===== src/rtl/smr_pkg.sv =====
package smr_pkg;
   localparam int BYTE_BITS = 8;
   typedef enum logic [2:0] {
      ST_IDLE,
      ST_DEVADR,
      ST_ACK_DEV,
      ST_WORD,
      ST_ACK_WORD,
      ST_TX,
      ST_ACK_MST,
      ST_IGNORE
   } smr_state_e;
endpackage


===== src/rtl/smr_line_sync.sv =====
module smr_line_sync #(
   parameter int STAGES   = 2,
   parameter bit IDLE_VAL = 1'b1
) (
   input  logic clk,
   input  logic rst_n,
   input  logic d,
   output logic lvl,
   output logic rise,
   output logic fall
);
   generate
      if (STAGES < 2) begin : g_bad_stages
         $error("smr_line_sync: STAGES must be at least 2");
      end
   endgenerate

   logic [STAGES-1:0] chain;
   logic              prev;

   always_ff @(posedge clk or negedge rst_n) begin
      if (!rst_n) begin
         chain <= {STAGES{IDLE_VAL}};
         prev  <= IDLE_VAL;
      end else begin
         chain <= {chain[STAGES-2:0], d};
         prev  <= chain[STAGES-1];
      end
   end

   assign lvl  = chain[STAGES-1];
   assign rise = lvl & ~prev;
   assign fall = ~lvl & prev;
endmodule


===== src/rtl/smr_addr_ctr.sv =====
module smr_addr_ctr #(
   parameter int W = 8
) (
   input  logic         clk,
   input  logic         rst_n,
   input  logic         load,
   input  logic [W-1:0] load_val,
   input  logic         inc,
   output logic [W-1:0] q
);
   always_ff @(posedge clk or negedge rst_n) begin
      if (!rst_n)    q <= '0;
      else if (load) q <= load_val;
      else if (inc)  q <= q + 1'b1;
   end
endmodule


===== src/rtl/smr_tx_shifter.sv =====
module smr_tx_shifter #(
   parameter int W = 8
) (
   input  logic         clk,
   input  logic         rst_n,
   input  logic         load,
   input  logic [W-1:0] load_val,
   input  logic         shift,
   output logic         msb
);
   logic [W-1:0] sh;

   always_ff @(posedge clk or negedge rst_n) begin
      if (!rst_n)     sh <= '1;
      else if (load)  sh <= load_val;
      else if (shift) sh <= {sh[W-2:0], 1'b1};
   end

   assign msb = sh[W-1];
endmodule


===== src/rtl/i2c_mem_reader.sv =====
module i2c_mem_reader
   import smr_pkg::*;
#(
   parameter logic [6:0] DEV_ADDR    = 7'h50,
   parameter int         ADDR_W      = 8,
   parameter int         SYNC_STAGES = 2
) (
   input  logic              clk,
   input  logic              rst_n,
   input  logic              scl_in,
   input  logic              sda_in,
   output logic              sda_oe,
   output logic              mem_rd_en,
   output logic [ADDR_W-1:0] mem_addr,
   input  logic [7:0]        mem_rdata
);
   localparam int CNT_W = $clog2(BYTE_BITS + 1);
   localparam logic [CNT_W-1:0] LAST_BIT = CNT_W'(BYTE_BITS);

   generate
      if (ADDR_W < 1 || ADDR_W > BYTE_BITS) begin : g_bad_addr
         $error("i2c_mem_reader: ADDR_W must be 1..8 for one-byte addressing");
      end
   endgenerate

   logic scl_s, scl_rise, scl_fall;
   logic sda_s, sda_rise, sda_fall;

   smr_line_sync #(.STAGES(SYNC_STAGES), .IDLE_VAL(1'b1)) u_scl_sync (
      .clk(clk), .rst_n(rst_n), .d(scl_in),
      .lvl(scl_s), .rise(scl_rise), .fall(scl_fall));

   smr_line_sync #(.STAGES(SYNC_STAGES), .IDLE_VAL(1'b1)) u_sda_sync (
      .clk(clk), .rst_n(rst_n), .d(sda_in),
      .lvl(sda_s), .rise(sda_rise), .fall(sda_fall));

   logic start_c, stop_c, ev_rise, ev_fall;
   assign start_c = sda_fall & scl_s;
   assign stop_c  = sda_rise & scl_s;
   assign ev_rise = scl_rise & ~start_c & ~stop_c;
   assign ev_fall = scl_fall & ~start_c & ~stop_c;

   smr_state_e     state;
   logic [CNT_W-1:0] cnt;
   logic [7:0]     rx_sh;
   logic           rw;
   logic           ack_ok;
   logic           rd_pend;
   logic [7:0]     rd_buf;
   logic           addr_hit;
   logic           byte_done;

   assign addr_hit  = (rx_sh[7:1] == DEV_ADDR);
   assign byte_done = ev_fall && (cnt == LAST_BIT);

   logic              rd_req, word_load, tx_load, tx_shift, tx_msb;
   logic [ADDR_W-1:0] ctr_q, word_val;

   assign rd_req = (state == ST_DEVADR && byte_done && addr_hit && rx_sh[0])
                || (state == ST_ACK_MST && ev_rise && !sda_s);
   assign word_load = (state == ST_WORD) && byte_done;
   assign tx_load   = ev_fall && cnt == CNT_W'(1)
                   && ((state == ST_ACK_DEV && rw) || (state == ST_ACK_MST && ack_ok));
   assign tx_shift  = (state == ST_TX) && ev_fall && (cnt != LAST_BIT);

   generate
      if (ADDR_W == BYTE_BITS) begin : g_full_word
         assign word_val = rx_sh;
      end else begin : g_part_word
         assign word_val = rx_sh[ADDR_W-1:0];
      end
   endgenerate

   smr_addr_ctr #(.W(ADDR_W)) u_ctr (
      .clk(clk), .rst_n(rst_n), .load(word_load), .load_val(word_val),
      .inc(rd_req), .q(ctr_q));

   smr_tx_shifter #(.W(BYTE_BITS)) u_tx (
      .clk(clk), .rst_n(rst_n), .load(tx_load), .load_val(rd_buf),
      .shift(tx_shift), .msb(tx_msb));

   always_ff @(posedge clk or negedge rst_n) begin
      if (!rst_n) begin
         state     <= ST_IDLE;
         cnt       <= '0;
         rx_sh     <= '0;
         rw        <= 1'b0;
         ack_ok    <= 1'b0;
         rd_pend   <= 1'b0;
         rd_buf    <= '0;
         mem_rd_en <= 1'b0;
         mem_addr  <= '0;
      end else begin
         mem_rd_en <= rd_req;
         if (rd_req) mem_addr <= ctr_q;
         rd_pend <= mem_rd_en;
         if (rd_pend) rd_buf <= mem_rdata;

         if (start_c) begin
            state <= ST_DEVADR;
            cnt   <= '0;
         end else if (stop_c) begin
            state <= ST_IDLE;
            cnt   <= '0;
         end else begin
            unique case (state)
               ST_DEVADR, ST_WORD: begin
                  if (ev_rise) begin
                     rx_sh <= {rx_sh[6:0], sda_s};
                     cnt   <= cnt + 1'b1;
                  end else if (byte_done) begin
                     cnt <= '0;
                     if (state == ST_WORD)  state <= ST_ACK_WORD;
                     else if (addr_hit) begin
                        state <= ST_ACK_DEV;
                        rw    <= rx_sh[0];
                     end else state <= ST_IGNORE;
                  end
               end
               ST_ACK_DEV, ST_ACK_WORD: begin
                  if (ev_rise) cnt <= CNT_W'(1);
                  else if (ev_fall && cnt == CNT_W'(1)) begin
                     cnt <= '0;
                     if (state == ST_ACK_WORD) state <= ST_IGNORE;
                     else state <= rw ? ST_TX : ST_WORD;
                  end
               end
               ST_TX: begin
                  if (ev_rise) cnt <= cnt + 1'b1;
                  else if (byte_done) begin
                     cnt   <= '0;
                     state <= ST_ACK_MST;
                  end
               end
               ST_ACK_MST: begin
                  if (ev_rise) begin
                     cnt    <= CNT_W'(1);
                     ack_ok <= ~sda_s;
                  end else if (ev_fall && cnt == CNT_W'(1)) begin
                     cnt   <= '0;
                     state <= ack_ok ? ST_TX : ST_IGNORE;
                  end
               end
               default: ;
            endcase
         end
      end
   end

   assign sda_oe = (state == ST_ACK_DEV) || (state == ST_ACK_WORD)
                || ((state == ST_TX) && !tx_msb);
endmodule


===== config.mk =====
export PLATFORM = sky130hd
export DESIGN_NAME = i2c_mem_reader
export DESIGN_NICKNAME = d
export VERILOG_FILES = /design/src/rtl/smr_pkg.sv /design/src/rtl/smr_line_sync.sv /design/src/rtl/smr_addr_ctr.sv /design/src/rtl/smr_tx_shifter.sv /design/src/rtl/i2c_mem_reader.sv
export SDC_FILE = /design/constraint.sdc
export NUM_CORES = 1
export LEC_CHECK = 0
export BUFFER_PORTS_ARGS = -buffer_cell sky130_fd_sc_hd__buf_2
export CORE_MARGIN = 2
export CORE_UTILIZATION = 25
export CTS_CLUSTER_DIAMETER = 100
export CTS_CLUSTER_SIZE = 40
export DETAILED_ROUTE_END_ITERATION = 8
export MAX_ROUTING_LAYER = met4
export PLACE_DENSITY = 0.48
export SYNTH_ARGS = -nofsm -noshare
export SYNTH_HDL_FRONTEND = slang
export SYNTH_HIERARCHICAL = 1
export SYNTH_SLANG_ARGS = --single-unit

===== constraint.sdc =====
create_clock -name clk -period 5.3 [get_ports clk]
set_input_delay 0.795 -clock clk [delete_from_list [all_inputs] [get_ports clk]]
set_output_delay 0.795 -clock clk [all_outputs]
set_load 0.05 [all_outputs]

==> impl_metrics.py, run 1 <==
metrics = {
    "sta": {
        "clock_skew_ns": 0.00699,
        "slew_viol_final": 0,
        "hold_viol": 0,
        "slew_headroom": 0.299,
        "timing.final.ws_setup_ns": 2.27,
        "setup_tns_ns": 0,
        "worst_slew_pin_slew_ns": 1.05,
        "rsz0062_at_grt": "false",
        "setup_viol_count_final": 0,
        "clock.fmax_ghz": 0.330,
        "finalCritPeriodShare": 0.572,
        "min_period_ns": 3.03,
    },
    "pwr": {
        "comb_power_share": 0.189,
        "peakVddDrop_mv": 0.159,
        "p_leak_uw": 0.00146,
        "pwr-share-seq": 0.454,
        "clkPwrFrac": 0.358,
        "p_per_area_nw_per_um2": 422,
        "p_total_uw": 1390,
        "intPower_uw": 974,
        "p_sw_frac": 0.300,
        "p_sw_uw": 417,
    },
    "floorplan": {
        "die_w_um": 110,
        "initial_core_util": 0.259,
        "pin_count": 22,
        "row_count": 38,
        "design.core.area_um2": 10900,
        "dieArea_um2": 12200,
        "die_y_um": 110,
    },
    "route": {
        "wl_per_cell_um": 14.0,
        "vias_per_cell": 4.76,
        "vias": 1933,
        "ant_nets": 0,
        "drcViolationCount": 0,
        "drtPass1Iterations": 4,
        "wirelength_mm": 5.67,
        "drt_iter0_markers": 126,
    },
    "layout": {
        "fin_nets": 278,
        "drive_gt1_frac": 0.338,
        "fin_util": 0.302,
        "layout.cells.non_filler": 406,
        "antennaDiodeCount": 0,
        "synthToLayoutAreaGrowth_pct": 16.4,
    },
    "cts": {
        "holdBufCountCts": 0,
        "cts_root_buf": "clkbuf_16",
        "tritoncts": "yes",
        "numCtsBuffers": 9,
        "cts.clk_slew.worst_paths_ns": 0.05,
        "cts_resized": 0,
        "cts_setup_buffers": 0,
        "clk_path_buf_depth": 2,
        "numClockSinks": 57,
        "clk_latency_ns": 0.32,
        "cts_htree_levels": 3,
    },
    "worst_setup_path": {
        "r2r-start": "u_scl_sync/chain[1]",
        "r2r_slack_ns": 2.27,
        "critPathMaxFanout": 9,
        "end_kind": "flop",
        "crit_type": "reg -> reg",
        "reg2regPathDepth": 8,
        "crit_required_ns": 5.55,
        "rr_endpoint": "u_ctr/q[5]",
        "startpoint_type": "flop",
        "arrival_ns": 3.28,
    },
    "synth": {
        "synthSimpleGateAreaFrac": 0.157,
        "yosysMostFrequentCell": "dfrtp_1",
        "synthCells": 241,
        "synth_compound_area_frac": 0.113,
        "synthXorXnorAreaFrac": 0.0155,
        "synthFlopType": "dfrtp_1",
        "synth_edf_count": 0,
        "muxShareOfSynthArea": 0.145,
        "ys_warn_count": 6,
        "synth.top_cells.by_count": "43 x dfrtp_1, 23 x nand2_1, 17 x mux2_2",
        "synthesis.area_um2": 2830,
        "synth_top_area_frac": 0.380,
        "synth_seq_cells": 57,
        "synth_top_family_by_area": "simple AND/OR/NAND/NOR gates",
        "syn_area_per_cell_um2": 11.8,
        "synth_top_area_cell": "dfrtp_1",
        "synthDistinctLibCells": 56,
        "synth_fa_ha_area_frac": 0.0177,
        "synth_area_leaders": "dfrtp_1 38%, dfstp_2 13%, mux2_2 6.8%",
        "yosysSeqAreaShare": 0.509,
        "synth_nets": 257,
        "synth-async-reset-ratio": 1.00,
    },
    "placed_design": {
        "place_inst": 391,
        "place_ws_ns": 2.25,
        "port_buffers": 21,
        "dp_hpwl_mm": 3.84,
        "place.gp.congestion": 0.806,
    },
    "grt": {
        "grt.total_usage": 0.103,
        "antenna_found_initial": 0,
        "grt_pass1_vias": 2013,
        "grt_max_degree": 58,
        "grt_pass1_wl_mm": 9.97,
        "overflow": 0,
    },
    "worst_hold_path": {
        "min_path_type": "reg -> reg",
        "whs_endpoint": "u_sda_sync/chain[1]",
        "min_path_cells": 0,
        "worstHoldStart": "u_sda_sync/chain[0]",
    },
    "run": {
        "drv_cap": 0,
    },
    "run_status": {
        "status": "completed",
    },
}
[critical path, cell delays in order, from the launching register on]
cell and delay (ns):
dfstp_2 0.56, nor2b_1 0.56, inv_2 0.16, nor4_2 0.39, a41oi_2 0.19, inv_1 0.37
nand4_4 0.16, or4_1 0.48, nand3_1 0.09
[registers in the layout, indices dropped and copies added (netlist names)]
register / flops
u_sda_sync/prev: 1
rw: 1
cnt: 4
u_sda_sync/chain: 2
rx_sh: 8
ack_ok: 1
rd_buf: 8
state: 3
u_ctr/q: 8
u_scl_sync/chain: 2
u_scl_sync/prev: 1
u_tx/sh: 8
rd_pend: 1
mem_rd_en: 1
mem_addr: 8
[through the flow]
step / instance area (µm²) / hold WS (ns)
after detailed placement: 3040 / 0.348
after floorplan: 2830 / 0.345
after global placement: 3040 / 0.349
after CTS: 3300 / 0.355
after global routing: 3300 / 0.355
final: 3300 / 0.352
[per-layer routing]
layer | vias up | track usage | part of all wire
li1 | 911 | - | -
met1 | 984 | 0.127 | 0.48
met2 | 28 | 0.157 | 0.48
met3 | 10 | 0.0412 | 0.032
met4 | 0 | 0.0308 | 0.014
met5 | - | - | 0
[how the worst max path moves through the flow]
stage,startpoint,to,slack (ns),depth (start not counted)
after floorplan,state[0],sda_oe,2.66,3
after global placement,u_scl_sync/chain[1],u_ctr/q[7],2.37,8
after detailed placement,u_scl_sync/chain[1],u_ctr/q[7],2.25,8
after CTS,u_scl_sync/chain[1],u_ctr/q[5],2.26,8
after global routing,u_sda_sync/chain[1],u_ctr/q[6],2.00,7
final,u_scl_sync/chain[1],u_ctr/q[5],2.27,8
[power groups by stage]
stage | clock (µW) | combinational [µW] | sequential, µW
finish | 498 | 263 | 631
global placement | 0 | 262 | 636
floorplan | 0 | 244 | 589
detailed placement | 0 | 265 | 637
global route | 538 | 291 | 647
CTS | 512 | 265 | 631
[cell usage in the layout, fill, tap and decap left out, types with 3 or more instances in the layout]
cell type,instances
nor2_1,6
o311a_1,3
nor3_1,3
nor2b_1,5
mux2_2,17
o21ai_0,11
clkinv_2,3
mux2i_1,10
a21oi_1,3
nand3_1,8
buf_2,21
or4_1,5
mux2_4,8
dfstp_2,14
nor4_2,3
xor2_1,4
o21ai_1,10
nand4_1,5
clkbuf_16,9
inv_1,6
ha_1,4
dfrtp_1,43
nand2_1,23
[cells by family (layout without fill, tap and decap cells)]
| kind of cell | after synthesis | count (layout) |
|---|---|---|
| XOR/XNOR | 5 | 5 |
| buffers and inverters | 20 | 45 |
| AND/OR/NAND/NOR | 75 | 75 |
| adder cells (fa/ha/maj) | 4 | 4 |
| multiplexers | 35 | 35 |
| flip-flops | 57 | 57 |
| AO/OA/AOI/OAI | 45 | 45 |
[cell type report]
| class | count | area [µm²] |
|---|---|---|
| fill | 1150 | 7640 |
| inverter | 7 | 26.3 |
| tap | 140 | 175 |
| clock inverter | 4 | 22.5 |
| timing repair buffer | 23 | 120 |
| sequential | 57 | 1440 |
| clock buffer | 11 | 233 |
| multi-input combinational | 164 | 1280 |
No activity file was read; power rests on OpenSTA's default activity.
==> run 2: changes to the inputs <==
clock period = 2.95 ns   (was 5.3 ns; I/O delays follow)
==> impl_metrics.py, run 2 (same netlist as run 1, synthesis figures left out) <==
metrics = {
    "run_status": {
        "status": "completed",
    },
    "pwr": {
        "p_per_area_nw_per_um2": 781,
        "peakVddDrop_mv": 0.289,
        "p_leak_uw": 0.00152,
    },
    "cts": {
        "clk_latency_ns": 0.32,
        "cts_htree_levels": 3,
        "cts.clk_slew.worst_paths_ns": 0.05,
        "clk_path_buf_depth": 2,
        "numClockSinks": 57,
        "tritoncts": "yes",
        "cts_resized": 0,
        "holdBufCountCts": 0,
        "cts_setup_buffers": 0,
        "numCtsBuffers": 9,
        "cts_root_buf": "clkbuf_16",
    },
    "worst_setup_path": {
        "rr_endpoint": "u_ctr/q[7]",
        "critPathMaxFanout": 10,
        "r2r-start": "u_sda_sync/chain[1]",
        "r2r_slack_ns": 0.38,
        "arrival_ns": 2.83,
        "reg2regPathDepth": 8,
        "end_kind": "flop",
        "crit_required_ns": 3.21,
        "startpoint_type": "flop",
        "crit_type": "reg -> reg",
    },
    "placed_design": {
        "dp_hpwl_mm": 3.88,
        "place_ws_ns": 0.368,
        "port_buffers": 21,
        "place.gp.congestion": 0.767,
        "postPlaceCellArea_um2": 3100,
        "place_inst": 397,
    },
    "layout": {
        "fin_nets": 284,
        "final_cell_mix": "43 x dfrtp_1, 23 x nand2_1, 21 x buf_2, 17 x mux2_2, 14 x dfstp_2",
        "antennaDiodeCount": 0,
        "final_cell_area_um2": 3400,
        "drive_gt1_frac": 0.355,
        "nFillCells": 1137,
        "final_common_cell": "dfrtp_1",
        "layout.cells.non_filler": 413,
        "synthToLayoutAreaGrowth_pct": 20.0,
    },
    "grt": {
        "grt.total_usage": 0.102,
        "grt_pass1_vias": 2047,
        "grt_max_degree": 31,
        "overflow": 0,
        "grt_pass1_wl_mm": 9.92,
        "antenna_found_initial": 0,
    },
    "route": {
        "drt_iter0_markers": 83,
        "vias_per_cell": 4.65,
        "ant_nets": 0,
        "drtPass1Iterations": 4,
        "drcViolationCount": 0,
        "wl_per_cell_um": 13.4,
        "wirelength_mm": 5.55,
        "vias": 1921,
    },
    "sta": {
        "setup_viol_count_final": 0,
        "hold_slack_ns": 0.150,
        "hold_viol": 0,
        "min_period_ns": 2.57,
        "slew_viol_final": 0,
        "rsz0062_at_grt": "false",
        "clock.fmax_ghz": 0.389,
        "setup_tns_ns": 0,
        "clock_skew_ns": 0.0104,
        "worst_slew_pin_slew_ns": 0.650,
        "finalCritPeriodShare": 0.872,
        "timing.final.ws_setup_ns": 0.378,
        "slew_headroom": 0.567,
    },
    "floorplan": {
        "dieArea_um2": 12200,
        "row_count": 38,
        "initial_core_util": 0.259,
        "design.core.area_um2": 10900,
        "die_w_um": 110,
        "die_y_um": 110,
        "pin_count": 22,
    },
    "worst_hold_path": {
        "min_path_type": "in -> async",
    },
    "run": {
        "drv_cap": 0,
    },
}
run 2: cell count changes in the layout (fill, tap and decap cells not counted):
cell	delta
bufinv_16	+1
clkinv_2	-1
clkbuf_8	+2
buf_4	+5
clkinvlp_4	-1
buf_12	+1
run 2: metal layers:
layer  routed length [µm]  part of all wire  track usage  vias up
met5                    0                 0            -        -
met4                   85             0.015       0.0350        0
met3                  220             0.040       0.0346       10
met2                 2620              0.47        0.158       32
met1                 2620              0.47        0.125      952
li1                     -                 -            -      927
run 2: worst max-delay path, cell delays in order, from the launching register on:
cell and delay [ns]:
dfstp_2 0.56, and2b_2 0.24, o21a_1 0.30, nor4_2 0.33, a41oi_2 0.07, inv_1 0.26
nand4_4 0.15, or4_1 0.50, nand3_1 0.10
run 2: layout make-up:
cell class | count | area, µm² | share of cell area
clock buffer | 13 | 260 | 0.0765
clock inverter | 3 | 40.0 | 0.0118
inverter | 7 | 26.3 | 0.00772
multi-input combinational | 164 | 1280 | 0.376
sequential | 57 | 1440 | 0.424
tap | 140 | 175 | 0.0515
timing repair buffer | 29 | 178 | 0.0522
run 2: worst max-delay path by stage:
| stage | from | endpoint | cells past startpoint |
|---|---|---|---|
| final | u_sda_sync/chain[1] | u_ctr/q[7] | 8 |
| after global routing | u_sda_sync/chain[1] | u_ctr/q[7] | 8 |
| after CTS | u_sda_sync/chain[1] | u_ctr/q[7] | 8 |
| after detailed placement | u_sda_sync/chain[1] | u_ctr/q[7] | 8 |
| after global placement | u_sda_sync/chain[1] | u_ctr/q[7] | 8 |
| after floorplan | u_sda_sync/chain[1] | u_ctr/q[7] | 10 |
run 2: power breakdown:
part	internal [µW]	switching, µW
combinational	254	266
sequential	954	148
clock	696	339
run 2: per-stage QoR:
step           total power (µW)   util
3_5_place_dp               1640  0.284
2_1_floorplan              1500      -
6_report                   2660  0.311
5_1_grt                    2810  0.311
4_1_cts                    2690  0.311
3_3_place_gp               1630  0.284
